`src/rtl/ddr_mode_pkg.sv`:
```
package ddr_mode_pkg;
  // Strobes handed from the command control to the register datapath
  typedef struct packed {
    logic wrMode;    // accept a base register load
    logic wrExt;     // accept an extended register load
    logic ruleBad;   // a timing or idle rule was broken
    logic fieldBad;  // the accepted value carries reserved content
    logic dllRst;    // accepted base load requests a DLL reset
  } ctlStrobe_t;
endpackage

```
`src/rtl/ddr_mode_ctl.sv`:
```
module ddr_mode_ctl
  import ddr_mode_pkg::*;
#(
  parameter int ADDR_W    = 13,
  parameter int NUM_BANKS = 4,
  parameter int TRP_CYC   = 3,
  parameter int TMRD_CYC  = 2
) (
  input  logic                 clk,
  input  logic                 rstN,
  input  logic                 cke,
  input  logic                 csN,
  input  logic                 rasN,
  input  logic                 casN,
  input  logic                 weN,
  input  logic [1:0]           ba,
  input  logic [ADDR_W-1:0]    addr,
  input  logic [NUM_BANKS-1:0] bankOpen,
  output ctlStrobe_t           strb
);
  localparam int TRP_W  = $clog2(TRP_CYC + 1);
  localparam int TMRD_W = $clog2(TMRD_CYC + 1);
  localparam logic [TRP_W-1:0]  TRP_LIM  = TRP_W'(TRP_CYC);
  localparam logic [TMRD_W-1:0] TMRD_LIM = TMRD_W'(TMRD_CYC);

  logic [TRP_W-1:0]  trpCnt;   // edges since last precharge, saturating
  logic [TMRD_W-1:0] mrdCnt;   // edges since last accepted load, saturating

  logic isCmd, isNop, anyCmd, isPre, isLoad;
  logic trpOk, mrdOk, allIdle, accept;
  logic blBad, clBad, modeBad, extBad;

  always_comb begin
    isCmd   = cke && !csN;
    isNop   = isCmd && rasN && casN && weN;
    anyCmd  = isCmd && !isNop;
    isPre   = isCmd && !rasN && casN && !weN;
    isLoad  = isCmd && !rasN && !casN && !weN && !ba[1];
    trpOk   = trpCnt >= TRP_LIM;
    mrdOk   = mrdCnt >= TMRD_LIM;
    allIdle = (bankOpen == '0);
    accept  = isLoad && mrdOk && trpOk && allIdle;

    blBad   = !(addr[2:0] inside {3'b001, 3'b010, 3'b011});
    clBad   = !(addr[6:4] inside {3'b010, 3'b011, 3'b110});
    modeBad = blBad || clBad || addr[7] || (addr[ADDR_W-1:9] != '0);
    extBad  = (addr[ADDR_W-1:3] != '0);

    strb.wrMode   = accept && !ba[0];
    strb.wrExt    = accept && ba[0];
    strb.ruleBad  = (anyCmd && !mrdOk) || (isLoad && (!trpOk || !allIdle));
    strb.fieldBad = ba[0] ? extBad : modeBad;
    strb.dllRst   = accept && !ba[0] && addr[8];
  end

  always_ff @(posedge clk) begin
    if (!rstN) begin
      trpCnt <= TRP_LIM;
      mrdCnt <= TMRD_LIM;
    end else begin
      if (isPre)
        trpCnt <= TRP_W'(1);
      else if (trpCnt < TRP_LIM)
        trpCnt <= trpCnt + TRP_W'(1);

      if (accept)
        mrdCnt <= TMRD_W'(1);
      else if (mrdCnt < TMRD_LIM)
        mrdCnt <= mrdCnt + TMRD_W'(1);
    end
  end
endmodule

```
`src/rtl/ddr_mode_regs.sv`:
```
module ddr_mode_regs
  import ddr_mode_pkg::*;
#(
  parameter int ADDR_W = 13
) (
  input  logic              clk,
  input  logic              rstN,
  input  ctlStrobe_t        strb,
  input  logic [ADDR_W-1:0] addr,
  output logic              modeValid,
  output logic              extValid,
  output logic [3:0]        burstLen,
  output logic              burstInterleave,
  output logic [2:0]        casLatHalf,
  output logic              dllRstPulse,
  output logic              dllEnable,
  output logic              halfDrive,
  output logic              qfcEnable,
  output logic              ruleErr,
  output logic              cfgInvalid
);
  // Only the bits with a defined meaning are kept; reserved bits are flagged
  logic [6:0] modeReg;
  logic [2:0] extReg;

  always_ff @(posedge clk) begin
    if (!rstN) begin
      modeReg     <= '0;
      extReg      <= '0;
      modeValid   <= 1'b0;
      extValid    <= 1'b0;
      cfgInvalid  <= 1'b0;
      ruleErr     <= 1'b0;
      dllRstPulse <= 1'b0;
    end else begin
      ruleErr     <= strb.ruleBad;
      dllRstPulse <= strb.dllRst;
      if (strb.wrMode) begin
        modeReg   <= addr[6:0];
        modeValid <= 1'b1;
      end
      if (strb.wrExt) begin
        extReg   <= addr[2:0];
        extValid <= 1'b1;
      end
      if ((strb.wrMode || strb.wrExt) && strb.fieldBad)
        cfgInvalid <= 1'b1;
    end
  end

  always_comb begin
    burstLen = 4'd0;
    if (modeValid) begin
      unique case (modeReg[2:0])
        3'b001:  burstLen = 4'd2;
        3'b010:  burstLen = 4'd4;
        3'b011:  burstLen = 4'd8;
        default: burstLen = 4'd0;
      endcase
    end
    casLatHalf = 3'd0;
    if (modeValid) begin
      unique case (modeReg[6:4])
        3'b010:  casLatHalf = 3'd4;
        3'b110:  casLatHalf = 3'd5;
        3'b011:  casLatHalf = 3'd6;
        default: casLatHalf = 3'd0;
      endcase
    end
    burstInterleave = modeValid && modeReg[3];
    dllEnable       = extValid && !extReg[0];
    halfDrive       = extValid && extReg[1];
    qfcEnable       = extValid && extReg[2];
  end
endmodule

```
`src/rtl/ddr_mode_capture.sv`:
```
module ddr_mode_capture
  import ddr_mode_pkg::*;
#(
  parameter int ADDR_W    = 13,
  parameter int NUM_BANKS = 4,
  parameter int TRP_CYC   = 3,
  parameter int TMRD_CYC  = 2
) (
  input  logic                 clk,
  input  logic                 rstN,
  input  logic                 cke,
  input  logic                 csN,
  input  logic                 rasN,
  input  logic                 casN,
  input  logic                 weN,
  input  logic [1:0]           ba,
  input  logic [ADDR_W-1:0]    addr,
  input  logic [NUM_BANKS-1:0] bankOpen,
  output logic                 modeValid,
  output logic                 extValid,
  output logic [3:0]           burstLen,
  output logic                 burstInterleave,
  output logic [2:0]           casLatHalf,
  output logic                 dllRstPulse,
  output logic                 dllEnable,
  output logic                 halfDrive,
  output logic                 qfcEnable,
  output logic                 ruleErr,
  output logic                 cfgInvalid
);
  ctlStrobe_t strb;

  ddr_mode_ctl #(
    .ADDR_W(ADDR_W), .NUM_BANKS(NUM_BANKS),
    .TRP_CYC(TRP_CYC), .TMRD_CYC(TMRD_CYC)
  ) u_ctl (
    .clk(clk), .rstN(rstN), .cke(cke), .csN(csN), .rasN(rasN),
    .casN(casN), .weN(weN), .ba(ba), .addr(addr),
    .bankOpen(bankOpen), .strb(strb)
  );

  ddr_mode_regs #(.ADDR_W(ADDR_W)) u_regs (
    .clk(clk), .rstN(rstN), .strb(strb), .addr(addr),
    .modeValid(modeValid), .extValid(extValid), .burstLen(burstLen),
    .burstInterleave(burstInterleave), .casLatHalf(casLatHalf),
    .dllRstPulse(dllRstPulse), .dllEnable(dllEnable),
    .halfDrive(halfDrive), .qfcEnable(qfcEnable),
    .ruleErr(ruleErr), .cfgInvalid(cfgInvalid)
  );
endmodule

```
`config.mk`:
```
export PLATFORM = sky130hd
export DESIGN_NAME = ddr_mode_capture
export DESIGN_NICKNAME = d
export VERILOG_FILES = /design/src/rtl/ddr_mode_pkg.sv /design/src/rtl/ddr_mode_ctl.sv /design/src/rtl/ddr_mode_regs.sv /design/src/rtl/ddr_mode_capture.sv
export SDC_FILE = /design/constraint.sdc
export NUM_CORES = 1
export LEC_CHECK = 0
export CORE_UTILIZATION = 41
export DETAILED_ROUTE_END_ITERATION = 8
export PLACE_DENSITY = 0.79
export REMOVE_ABC_BUFFERS = 1
export SYNTH_ARGS = -nofsm -noshare
export SYNTH_HDL_FRONTEND = slang
export SYNTH_SLANG_ARGS = --single-unit
```
`constraint.sdc`:
```
create_clock -name clk -period 2.1 [get_ports clk]
set_clock_uncertainty 0.1 [all_clocks]
set_input_delay 0.315 -clock clk [delete_from_list [all_inputs] [get_ports clk]]
set_output_delay 0.315 -clock clk [all_outputs]
set_load 0.1 [all_outputs]
```
==> metrics.txt <==
placed cell areas=0.001473 mm²; Final Critical Period=a little over 2 ns; Final period util=95.81%; Worst setup startpoint=u_ctl.trpCnt[0]$_SDFFE_PP1N_; count of final hold-check violations=0; vias in the first global route=roughly 1000; Startpoint Class=flop; height of the chip=~50 µm; DP HPWL=approximately 1900 µm; DR vias=roughly 950; Max clock buf depth=2; Slew @ Worst Pin=around 0.49 ns; Area Growth Syn to Fin=62.60%; Die ar.=approximately 0.0025 mm²; EDFF count, synth=0; Distinct cells, synth=38; crit-path max FO=4; Static Leak=0.0005963 µW; IO Count=42; post-synthesis sequential area ratio=about two fifths; # diodes=0; Synth area leader=dfxtp_1; CTS root buf=clkbuf_4; GR Util All Layers=a little over a fifth; Layout Cells excl Fill=about 180; vias per cell=5.242; Yosys warnings=0; wire length per cell=approximately 14 µm; top cells by area, synth=dfxtp_1 40%, mux2i_1 6.3%, nand3_1 4.7%; GR met1 Demand/Resource=23.70%; hold crit path type=flop to flop; DRC errors left=0; fraction of layout cells with a size suffix above 1=24.68%; unrepaired setup endpoints after global routing=no; Critical Path RT=2.22 ns; Gate Count Post-Synth=106; CTS buffer count=3; maxcap violations=0; busiest grt layer=met2; Final nets=between 150 and 200; drt first pass iters=4; gp weighted congestion=between 0.9 and 1; R2R setup slack=0.09 ns; I/O Buffers=40; placeable core area=between 0.002 and 0.0025 mm²; first-pass GRT wire length=4222 µm; Worst path depth=5; critical path's top delay family=simple AND/OR/NAND/NOR gates; Worst slew margin=66.83%; TritonCTS clock tree=yes; Slew Viols, Final=0; Final Power=around 800 µW; Async SR Flop Fraction=0%; final instance area=around 0.0016 mm²; most common cell in the netlist=dfxtp_1; syn avg cell area=~9 µm²; maximum VDD drop=approximately 470 µV; Worst-path clk slew=around 0.11 ns; Starting Density=about 43%; reg2reg path depth=5; Post-Syn Area=around 950 µm²; DRT antenna net count=0; initial antenna violation count=0; fillers=about 180; largest net degree at the start of global routing=14; latest clock arrival within the worst-skew pair=roughly 0.29 ns; die width=roughly 50 µm; gr ovfl total=0; drt total wl=around 2500 µm; top post-synthesis cells by count=19 x dfxtp_1, 11 x nand2_1, 9 x nand3_1; M2 GR Usage=roughly two fifths; Crit path arrival time=around 2.1 ns; outcome=finished clean; Detailed Route Iter0 Violations=19; cells along the critical path=ha_4 -> or3b_4 -> or3_4 -> nor3_4 -> mux2i_1; fmax=between 400 and 500 MHz; worst setup path endpoint=u_regs.modeReg[2]$_SDFFE_PN0P_; GR Util met3=under 10%; Setup crit end kind=flop; worst slack at placement=-0.1859 ns; Fin Setup TNS=0 ns; htree depth=1; Hold Buf Count CTS=0; r2r endpoint=u_regs.modeReg[2]$_SDFFE_PN0P_; PD cells=between 500 and 600 mW/mm²; Rows=17; Inst Count DP=176; ys flop type=dfxtp_1; setup violators final=0; Synth Register Bits=19; CTS sink cnt=19; final setup margin=0.08790 ns; Buf+Inv Stages, Crit Path=0; Slowest-stage cell, CP=or3_4; CP max stage delay=0.44 ns; r2r startpoint=u_ctl.trpCnt[0]$_SDFFE_PP1N_; WS Path Type=flop to flop; Yosys top cell area share=around two fifths
[power by group]
part | switching (µW) | internal [µW]
Combinational | 90.4 | 151
Clock | 113 | 70.8
Sequential | 16.7 | 382
[routing by layer]
layer / part of all wire (%) / up-vias
met1: 39 / 443
met2: 55 / 33
met4: 0.33 / 0
met5: 0 / -
li1: - / 476
met3: 5.5 / 2
[logic make-up after synthesis]
group / count (synthesis) / share of synthesized area, %
flops: 19 / 39.89
buf+inv: 9 / 4.855
xor+xnor: 2 / 1.838
fa+ha+maj: 2 / 2.624
mux: 7 / 7.480
other cells: 1 / 0.3933
compound gates: 18 / 12.07
simple gates: 48 / 30.84
[repair_timing]
item                       CTS  global route
pin swaps                    1             2
buffers inserted             0             2
resized for setup            1             5
setup endpoints to repair    3             3
[metrics by stage]
step,util (%),hold slack (ns)
after floorplan,-,0.2868
after global placement,66.57,0.3518
after detailed placement,66.57,0.3581
after CTS,68.04,0.3730
after global routing,70.08,0.4060
final,70.08,0.3722
[worst min-delay path by stage]
stage	startpoint	endpoint	slack [ns]	cells after the start
final	u_regs.modeReg[5]$_SDFFE_PN0P_	u_regs.modeReg[5]$_SDFFE_PN0P_	0.37	2
after floorplan	rstN	u_ctl.trpCnt[0]$_SDFFE_PP1N_	0.29	1
after detailed placement	u_regs.modeReg[5]$_SDFFE_PN0P_	u_regs.modeReg[5]$_SDFFE_PN0P_	0.36	2
after global routing	u_regs.modeReg[5]$_SDFFE_PN0P_	u_regs.modeReg[5]$_SDFFE_PN0P_	0.41	2
after global placement	u_regs.modeReg[3]$_SDFFE_PN0P_	u_regs.modeReg[3]$_SDFFE_PN0P_	0.35	2
after CTS	u_regs.modeReg[5]$_SDFFE_PN0P_	u_regs.modeReg[5]$_SDFFE_PN0P_	0.37	2
[final cells by class]
class                   instances  area (µm²)  share of cell area, %
multi-input cells              78       546.8                  35.27
flip-flops and latches         19       382.9                  24.70
inverters                       4       15.01                 0.9685
repair buffers                 49       543.0                  35.03
well taps                      28       35.03                  2.260
clock buffers                   3       22.52                  1.453
clock inverters                 1       5.005                 0.3228
[placed cells by master (no fill, tap or decap), types with 3 or more instances in the layout]
cell type / instances
nand3_1: 9
a21oi_1: 7
buf_4: 15
o31ai_1: 4
and2_1: 3
inv_1: 4
dfxtp_1: 17
nand2_1: 11
clkdlybuf4s50_1: 25
nor2_1: 6
mux2i_1: 6
buf_12: 9
clkbuf_4: 3
[sequential cells by signal (all words and copies together) (netlist names)]
signal and flops:
u_regs.modeReg 7, u_regs.extReg 3, u_ctl.mrdCnt 2, u_ctl.trpCnt 2, u_regs.cfgInvalid 1, u_regs.dllRstPulse 1, u_regs.extValid 1, u_regs.modeValid 1
u_regs.ruleErr 1
[worst register-to-register path, delay by kind of cell, from the launching register on]
kind	cells	cell delay [ns]
adder cells (fa/ha/maj)	1	0.14
flip-flops	1	0.37
multiplexers	1	0.23
AND/OR/NAND/NOR	3	1.11
(Power assumes the default switching activity.)
